$ cat src/rtl/hecc_fix.sv
module hecc_fix (
  input  logic        clk,
  input  logic        rst,
  input  logic        start,
  input  logic [23:0] ecc_stored,
  input  logic [23:0] ecc_calc,
  output logic [8:0]  mem_addr,
  output logic        mem_rd_en,
  input  logic [7:0]  mem_rdata,
  output logic        mem_wr_en,
  output logic [7:0]  mem_wdata,
  output logic        done,
  output logic [1:0]  status,
  output logic        erased,
  output logic [8:0]  fix_byte,
  output logic [2:0]  fix_bit
);
  localparam logic [1:0]  ST_CLEAN  = 2'd0;
  localparam logic [1:0]  ST_FIXED  = 2'd1;
  localparam logic [1:0]  ST_BADECC = 2'd2;
  localparam logic [1:0]  ST_UNCORR = 2'd3;
  localparam logic [31:0] ERASED_PAT = 32'h0FFF0FFF;
  localparam int          PAIR_BITS = 12;

  typedef enum logic [1:0] {S_IDLE, S_READ, S_WRITE} st_t;
  st_t st;

  wire [31:0] u_st = {4'h0, ecc_stored[23:20], ecc_stored[15:8], 4'h0, ecc_stored[19:16], ecc_stored[7:0]};
  wire [31:0] u_cc = {4'h0, ecc_calc[23:20],   ecc_calc[15:8],   4'h0, ecc_calc[19:16],   ecc_calc[7:0]};
  wire [31:0] syn  = u_st ^ u_cc;

  logic [5:0] pop;
  always_comb begin
    pop = '0;
    for (int i = 0; i < 12; i++) pop = pop + {5'd0, syn[i]} + {5'd0, syn[16+i]};
  end

  logic [1:0] cls;
  logic       era;
  always_comb begin
    era = 1'b0;
    if (syn == '0)                                   cls = ST_CLEAN;
    else if (pop == 6'(PAIR_BITS))                   cls = ST_FIXED;
    else if (pop == 6'd1)                            cls = ST_BADECC;
    else if (u_st == ERASED_PAT && u_cc == '0) begin cls = ST_CLEAN; era = 1'b1; end
    else                                             cls = ST_UNCORR;
  end

  always_ff @(posedge clk) begin
    if (rst) begin
      st       <= S_IDLE;
      done     <= 1'b0;
      status   <= ST_CLEAN;
      erased   <= 1'b0;
      fix_byte <= '0;
      fix_bit  <= '0;
    end else begin
      done <= 1'b0;
      case (st)
        S_IDLE: if (start) begin
          status   <= cls;
          erased   <= era;
          fix_byte <= (cls == ST_FIXED) ? syn[27:19] : 9'd0;
          fix_bit  <= (cls == ST_FIXED) ? syn[18:16] : 3'd0;
          if (cls == ST_FIXED) st <= S_READ;
          else                 done <= 1'b1;
        end
        S_READ:  st <= S_WRITE;
        S_WRITE: begin
          st   <= S_IDLE;
          done <= 1'b1;
        end
        default: st <= S_IDLE;
      endcase
    end
  end

  assign mem_addr  = fix_byte;
  assign mem_rd_en = (st == S_READ);
  assign mem_wr_en = (st == S_WRITE);
  assign mem_wdata = mem_rdata ^ (8'h01 << fix_bit);
endmodule

$ cat config.mk
export PLATFORM = sky130hd
export DESIGN_NAME = hecc_fix
export DESIGN_NICKNAME = d
export VERILOG_FILES = /design/src/rtl/hecc_fix.sv
export SDC_FILE = /design/constraint.sdc
export NUM_CORES = 1
export LEC_CHECK = 0
export BUFFER_PORTS_ARGS = -buffer_cell sky130_fd_sc_hd__buf_2
export CAP_MARGIN = 20
export CORE_MARGIN = 5
export CORE_UTILIZATION = 50
export CTS_CLUSTER_DIAMETER = 40
export DETAILED_ROUTE_END_ITERATION = 8
export GPL_ROUTABILITY_DRIVEN = 0
export GPL_TIMING_DRIVEN = 0
export HOLD_SLACK_MARGIN = 0.03
export PLACE_DENSITY = 0.84
export SLEW_MARGIN = 5
export SYNTH_ARGS = -nofsm -noshare
export SYNTH_HDL_FRONTEND = slang
export SYNTH_SLANG_ARGS = --single-unit
$ cat constraint.sdc
create_clock -name clk -period 7.9 [get_ports clk]
set_clock_uncertainty 0.1 [all_clocks]
set_input_delay 0.395 -clock clk [delete_from_list [all_inputs] [get_ports clk]]
set_output_delay 0.395 -clock clk [all_outputs]
set_load 0.1 [all_outputs]
==> results of run 1 <==
-- metal layers --
metal | track usage (%) | routed length [um] | part of all wire [%] | vias to the layer above
li1 | - | - | - | 874
met1 | 21.9 | 1840 | 38 | 829
met2 | 37.2 | 2530 | 52 | 64
met3 | 3.23 | 420 | 8.6 | 5
met4 | 6.89 | 76 | 1.6 | 0
met5 | 0 | 0 | 0 | -
-- path summary, 6_finish.rpt --
path	start	to	cells after the start
setup / recovery	ecc_stored[9]	fix_byte[0]	16
hold / removal	rst	st[1]	2
setup reg to reg	st[1]	fix_byte[0]	4
hold reg to reg	status[1]	status[1]	1
-- worst max-delay path, stage by stage --
cell	delay, ns
buf_2	0.11
xnor2_1	0.35
fa_1	0.52
fa_1	0.54
fa_1	0.45
fa_1	0.56
inv_1	0.06
fa_1	0.54
ha_1	0.16
inv_1	0.05
fa_1	0.47
nor2b_1	0.16
nand2_1	0.13
nor4_2	0.54
buf_2	0.33
a32o_1	0.19
-- synth_stat cells, types with 2 or more instances --
cell type  number
nor2b_1         4
fa_1           17
buf_4           9
a21oi_1         3
ha_1            7
clkbuf_1        4
xnor2_1        21
nand3_1         3
dfxtp_1        18
xor2_1          6
nand2_1         6
o21ai_0         2
nand3b_1        2
xnor2_2         6
nand4_1         7
inv_1          30
nor3b_1         2
nor2_1          7
and2_1          2
a32o_1         15
or4_1           2
nor4bb_1        9
-- cell type report --
type,instances,area [um2]
Buffer,15,98.8
Sequential cell,18,360
Inverter,30,113
Multi-Input combinational cell,135,1330
Clock buffer,3,41.3
Timing Repair Buffer,93,465
Tap cell,48,60.1
Fill cell,301,1190
-- registers in the layout, summed over array words and instances, names as in the netlist --
register / flops
done: 1
erased: 1
fix_bit: 3
fix_byte: 9
st: 2
status: 2
-- cells by family (layout without fill, tap and decap cells) --
| family | after synthesis | count (layout) | share of synthesized area, % |
|---|---|---|---|
| flops | 18 | 18 | 18.9 |
| xor+xnor | 33 | 33 | 17.6 |
| simple gates | 53 | 53 | 18.4 |
| fa+ha+maj | 24 | 24 | 22.5 |
| buf+inv | 45 | 141 | 11.1 |
| compound gates | 25 | 25 | 11.5 |
-- metrics by stage --
step / utilization (%) / hold slack, ns / setup WS (ns) / instances / area [um2]
finish: 67.5 / 0.239 / 2.43 / 342 / 2470
global route: 67.5 / 0.236 / 2.18 / 342 / 2470
CTS: 67.5 / 0.238 / 2.43 / 342 / 2470
detailed placement: 66.3 / 0.361 / 2.17 / 339 / 2430
global placement: 66.3 / 0.358 / 2.22 / 339 / 2430
floorplan: - / 0.367 / 2.82 / 198 / 1900
==> impl_metrics.toml, run 1 <==
[global_route]
grt_max_degree = 11
grt_overflow = 0
grt_pass1_vias = 1849
grt_pass1_wl_um = 8070
antenna_found_initial = 0
track_usage_pct = 19.7

[setup_path]
startpoint_type = "input port"
end_kind = "flip-flop"
path_class = "input port to flip-flop"
r2r_slack_ns = 6.22
worst-path-max-fanout = 10
required_ns = 8.00
critical_path_arrival_ns = 5.56

[synth]
postSynthAreaPerCell_um2 = 9.61
synth_top_area_cell = "dfxtp_1"
ys_warn_count = 0
synth-edff-count = 0
ys_seq_area_share_pct = 18.9
ys.flop_type = "dfxtp_1"
synth_top_area_share_pct = 18.9
syn_nets = 281
syn_area_mm2 = 0.00190
synthArstFlopShare_pct = 0
postSynthCellCount = 198
synth_seq_cells = 18
synth_cell_type_count = 38
synthTopCellsByArea = "dfxtp_1 19%, fa_1 18%, xnor2_1 9.7%, a32o_1 7.9%, inv_1 5.9%"

[timing]
rsz0062_at_grt = "no"
finalSetupViolations = 0
min_period_over_period_pct = 69.2
finalMaxSlewViolations = 0
tightestPinTransition_ns = 0.605
relSlewSlack_pct = 59.3
hold_viol = 0
final.min_clock_period_ns = 5.47
fin_tns_setup_ns = 0
max_freq_mhz = 183

[routing]
drt_iter0_drc = 113
vias_per_cell = 5.18
wl_per_cell_um = 14.2
drt_wl_total_um = 4870
postRouteAntennaNets = 0
vias = 1772
firstDrtPassIters = 4
drcViolationCount = 0

[finish]
final_common_cell = "buf_2"
area_growth_pct = 29.8
diodes = 0
final_cell_mix = "94 x buf_2, 30 x inv_1, 21 x xnor2_1"
drive_gt1_share_pct = 39.1
fin_nets = 379

[job]
max_cap_violations = 0

[cts]
clock_latency_ns = 0.25
cts-resized-gates = 0
cts_buffers = 3
cts_sinks = 18
clk_path_buf_depth = 2
htreeDepth = 1
clk_pin_slew_worst_paths_ns = 0.06
cts_tree = "done"
cts_setup_buffers = 0
holdBufCountCts = 0
ctsRootBufferMaster = "clkbuf_8"

[min_path]
hold_path_class = "input port to flip-flop"

[place]
dp_hpwl_um = 4380
io_buffers = 93

[floorplan]
dieArea_mm2 = 0.00514
die_height_um = 71.7
core_area_mm2 = 0.00366
fp-row-count = 22
die_x_um = 71.7
io_pins = 94
start_util_pct = 52.0

[run_status]
status = "completed"
Power of run 1 is left out: the tool's default activity adds up to more than one toggle a clock period on the data nets, which glitch-free logic cannot reach.
==> run 2, diff against run 1 <==
CORE_UTILIZATION = 47   (was 50)
PLACE_DENSITY = 0.8   (was 0.84)
clock period = 5.4 ns   (was 7.9 ns; I/O delays follow)
==> run 2 against run 1 <==
Final cell count increased by 0.88%. Clock-buffer cell count unchanged. Flip-flop and latch count did not move. Global-route usage fell by 2.1 points. First-iteration DRC count fell by 53%. Utilization shrank 4.4 points. Cell area is 1.4% higher. Die area up 5.5%. Sequential share of layout area down 0.20 points. Register-to-register slack worse by 2.5 ns. Critical endpoint is now status[1].
==> impl_metrics.toml, run 2 (same netlist as run 1, synthesis figures left out) <==
[global_route]
grt_max_degree = 11
met1_usage_pct = 21.0
grt_pass1_wl_um = 7400
use_met2_pct = 31.5
grt_util_met3_pct = 2.05
grt_overflow = 0
track_usage_pct = 17.6
grt_busiest_layer = "met2"
antenna_found_initial = 0
grt_pass1_vias = 1711

[floorplan]
die_height_um = 73.6
die_x_um = 73.6
io_pins = 94
dieArea_mm2 = 0.00542
core_area_mm2 = 0.00397
start_util_pct = 47.9
fp-row-count = 23

[setup_path]
worst-path-max-fanout = 4
critical_path_arrival_ns = 5.15
required_ns = 5.45
end_kind = "flip-flop"
startpoint_type = "input port"
path_class = "input port to flip-flop"

[finish]
largest_reg_flops = 9
diodes = 0
reg.largest.list = "fix_byte x9, fix_bit x3"
top_register = "fix_byte"
fin_nets = 380
drive_gt1_share_pct = 40.0
final_cell_mix = "94 x buf_2, 30 x inv_1, 19 x xnor2_1"
final_common_cell = "buf_2"
fill_cells = 347
area_growth_pct = 31.6

[routing]
postRouteAntennaNets = 0
vias = 1752
drcViolationCount = 0
wl_per_cell_um = 13.3
vias_per_cell = 5.08
firstDrtPassIters = 4
drt_iter0_drc = 53
drt_wl_total_um = 4600

[timing]
tightestPinTransition_ns = 0.726
fin_tns_setup_ns = 0
relSlewSlack_pct = 51.1
hold_viol = 0
max_freq_mhz = 196
final.min_clock_period_ns = 5.10
finalMaxSlewViolations = 0
min_period_over_period_pct = 94.5
rsz0062_at_grt = "no"
finalSetupViolations = 0

[run_status]
status = "completed"

[cts]
ctsRootBufferMaster = "clkbuf_8"
holdBufCountCts = 0
htreeDepth = 1
cts_buffers = 3
clk_pin_slew_worst_paths_ns = 0.06
cts_tree = "done"
clock_latency_ns = 0.25
cts_sinks = 18
clk_path_buf_depth = 2

[job]
max_cap_violations = 0

[place]
dp_hpwl_um = 4180
io_buffers = 93

[min_path]
hold_path_class = "input port to flip-flop"
==> run 2: cell types whose count changed in the layout (fill, tap and decap cells not counted) <==
cell / before / now
xnor2_2: 6 / 8
buf_4: 9 / 10
nor4_4: 0 / 1
xnor2_1: 21 / 19
nor4_2: 1 / 0
==> run 2: worst paths after layout <==
| kind | start | to | slack, ns | cells past startpoint |
|---|---|---|---|---|
| worst min-delay path | rst | st[1] | 0.12 | 2 |
| worst max-delay path | ecc_stored[3] | status[1] | 0.30 | 15 |
| worst max register to register | st[1] | fix_bit[0] | 3.74 | 4 |
| worst min register to register | erased | erased | 0.37 | 1 |
==> run 2: final cells by class <==
class	count	area (um2)	share of cell area, %
Tap cell	50	62.6	2.50
Timing Repair Buffer	94	473	18.9
Inverter	30	113	4.50
Sequential cell	18	360	14.4
Multi-Input combinational cell	135	1360	54.1
Clock buffer	3	41.3	1.65
Buffer	15	98.8	3.95
==> run 2: what timing repair did <==
action | in CTS | in global routing
endpoints found under the setup margin | 1 | 11
resized for setup | 1 | 2
buffers inserted | 0 | 1
pin swaps | 0 | 1
==> run 2: worst max-delay path: stages <==
cell and delay, ns:
buf_2 0.11, xnor2_1 0.27, fa_1 0.50, fa_1 0.54
fa_1 0.54, fa_1 0.56, inv_1 0.06, fa_1 0.54
ha_1 0.16, inv_1 0.05, fa_1 0.48, nor2b_1 0.18
nand2_1 0.16, or4_1 0.49, a32o_1 0.25
==> run 2: metrics by stage <==
step           util [%]  instances  setup WS (ns)  hold slack (ns)  instance area [um2]
2_1_floorplan         -        198          0.448            0.242                 1900
3_3_place_gp       61.2        341         -0.145            0.350                 2430
3_5_place_dp       61.2        341         -0.290            0.356                 2430
4_1_cts            62.5        344          0.125            0.110                 2480
5_1_grt            63.0        345         0.0690            0.135                 2500
6_report           63.0        345          0.295            0.117                 2500
==> run 2: routing by layer <==
layer | share of wire, % | routed length, um
met3 | 8.6 | 395
met4 | 1.8 | 81
met2 | 50 | 2320
met5 | 0 | 0
met1 | 39 | 1800
Power of run 2 is left out for the same reason.
==> run 3, diff against run 2 <==
ABC_AREA = 0   (was default)
RECOVER_POWER = 100   (was default)
==> run 3 against run 2 <==
Clock-buffer cell count did not move. Fmax about the same. Final cell count did not move. Setup slack barely moved. Cell area is 1.9% lower. Non-clock buffer count unchanged. Critical path type unchanged.
==> impl_metrics.toml, run 3 (same netlist as run 1, synthesis figures left out) <==
[run_status]
status = "completed"

[setup_path]
end_kind = "flip-flop"
startpoint_type = "input port"
critical_path_arrival_ns = 5.15
cpPeakStageDelay_ns = 0.56
path_class = "input port to flip-flop"
path_cells = "buf_2 -> xnor2_1 -> fa_1 -> fa_1 -> fa_1 -> fa_1 -> inv_1 -> fa_1 -> ha_1 -> inv_1 -> fa_1 -> nor2b_1 -> nand2_1 -> or4_1 -> a32o_1"
cp_top_family = "adder cells"
crit_path_top_delay_cell = "fa_1"
cp.buffers_inverters = 3
required_ns = 5.45
critPathMostFrequentCell = "fa_1"
worst-path-max-fanout = 4

[finish]
drive_gt1_share_pct = 27.5
top_register = "fix_byte"
final_cells = 345
reg.largest.list = "fix_byte x9, fix_bit x3"
final_cell_mix = "57 x buf_2, 41 x clkbuf_1, 30 x inv_1"
largest_reg_flops = 9
fin_nets = 380
diodes = 0
area_growth_pct = 29.0
final_common_cell = "buf_2"

[floorplan]
start_util_pct = 47.9
fp-row-count = 23
core_area_mm2 = 0.00397
die_x_um = 73.6
dieArea_mm2 = 0.00542
io_pins = 94
die_height_um = 73.6

[cts]
clk_pin_slew_worst_paths_ns = 0.06
cts_sinks = 18
htreeDepth = 1
ctsRootBufferMaster = "clkbuf_8"
cts_tree = "done"
clk_path_buf_depth = 2
clock_latency_ns = 0.25
cts_buffers = 3

[routing]
drt_wl_total_um = 4650
vias = 1751
drt_iter0_drc = 53
vias_per_cell = 5.08
firstDrtPassIters = 4
drcViolationCount = 0
wl_per_cell_um = 13.5
postRouteAntennaNets = 0

[timing]
finalSetupViolations = 0
relSlewSlack_pct = 21.9
final.min_clock_period_ns = 5.11
tightestPinTransition_ns = 1.18
min_period_over_period_pct = 94.5
finalMaxSlewViolations = 0
rsz0062_at_grt = "no"
hold_viol = 0
max_freq_mhz = 196

[place]
dp_hpwl_um = 4180
placedCellCount = 341
io_buffers = 93

[global_route]
grt_overflow = 0
grt_max_degree = 11
antenna_found_initial = 0
grt_pass1_wl_um = 7400
track_usage_pct = 17.6
grt_pass1_vias = 1711

[job]
max_cap_violations = 0

[min_path]
hold_path_class = "input port to flip-flop"
run 3: cell count changes in the layout (fill, tap and decap cells not counted):
cell | previous run | this run
buf_2 | 94 | 57
clkbuf_1 | 4 | 41
and2_0 | 0 | 1
and2_1 | 2 | 1
buf_4 | 10 | 9
clkbuf_2 | 0 | 1
run 3: metal layers:
metal	part of all wire (%)	vias to the layer above	track usage, %	wire length, um
li1	-	873	-	-
met4	1.7	0	7.24	81
met5	0	-	0	0
met2	50	59	31.5	2340
met3	7.3	7	2.05	342
met1	41	812	21.0	1890
run 3: layout make-up:
class	instances	area [um2]
fill	368	1520
sequential	18	360
inverter	30	113
multi-input combinational	135	1360
timing repair buffer	94	424
buffer	15	98.8
tap	50	62.6
clock buffer	3	41.3
run 3: path summary, 6_finish.rpt:
check	start	end	slack (ns)	cells after the start
max reg2reg	st[1]	fix_bit[0]	3.75	4
max	ecc_stored[3]	status[1]	0.29	15
min reg2reg	erased	erased	0.37	1
min	rst	st[1]	0.12	2
run 3: repair_timing:
item | CTS | global route
endpoints found under the hold margin | 0 | 0
cloned | 0 | 0
buffers inserted | 0 | 1
pin swaps | 0 | 1
hold buffers | 0 | 0
setup endpoints to repair | 1 | 11
gates resized for setup | 1 | 2
run 3: through the flow:
stage	area [um2]	TNS [ns]	setup slack, ns	utilization (%)	hold slack, ns
finish	2450	0	0.295	61.8	0.118
CTS	2480	0	0.125	62.5	0.110
floorplan	1900	0	0.448	-	0.242
detailed placement	2430	-2.71	-0.290	61.2	0.356
global route	2450	0	0.0541	61.8	0.135
global placement	2430	-1.22	-0.145	61.2	0.350
run 3: worst register-to-register path, delay by kind of cell (launching register included):
kind            cells  cell delay, ns
flops               1            0.37
buf+inv             1            0.43
compound gates      2            0.62
simple gates        1            0.08
Power of run 3 is left out for the same reason.
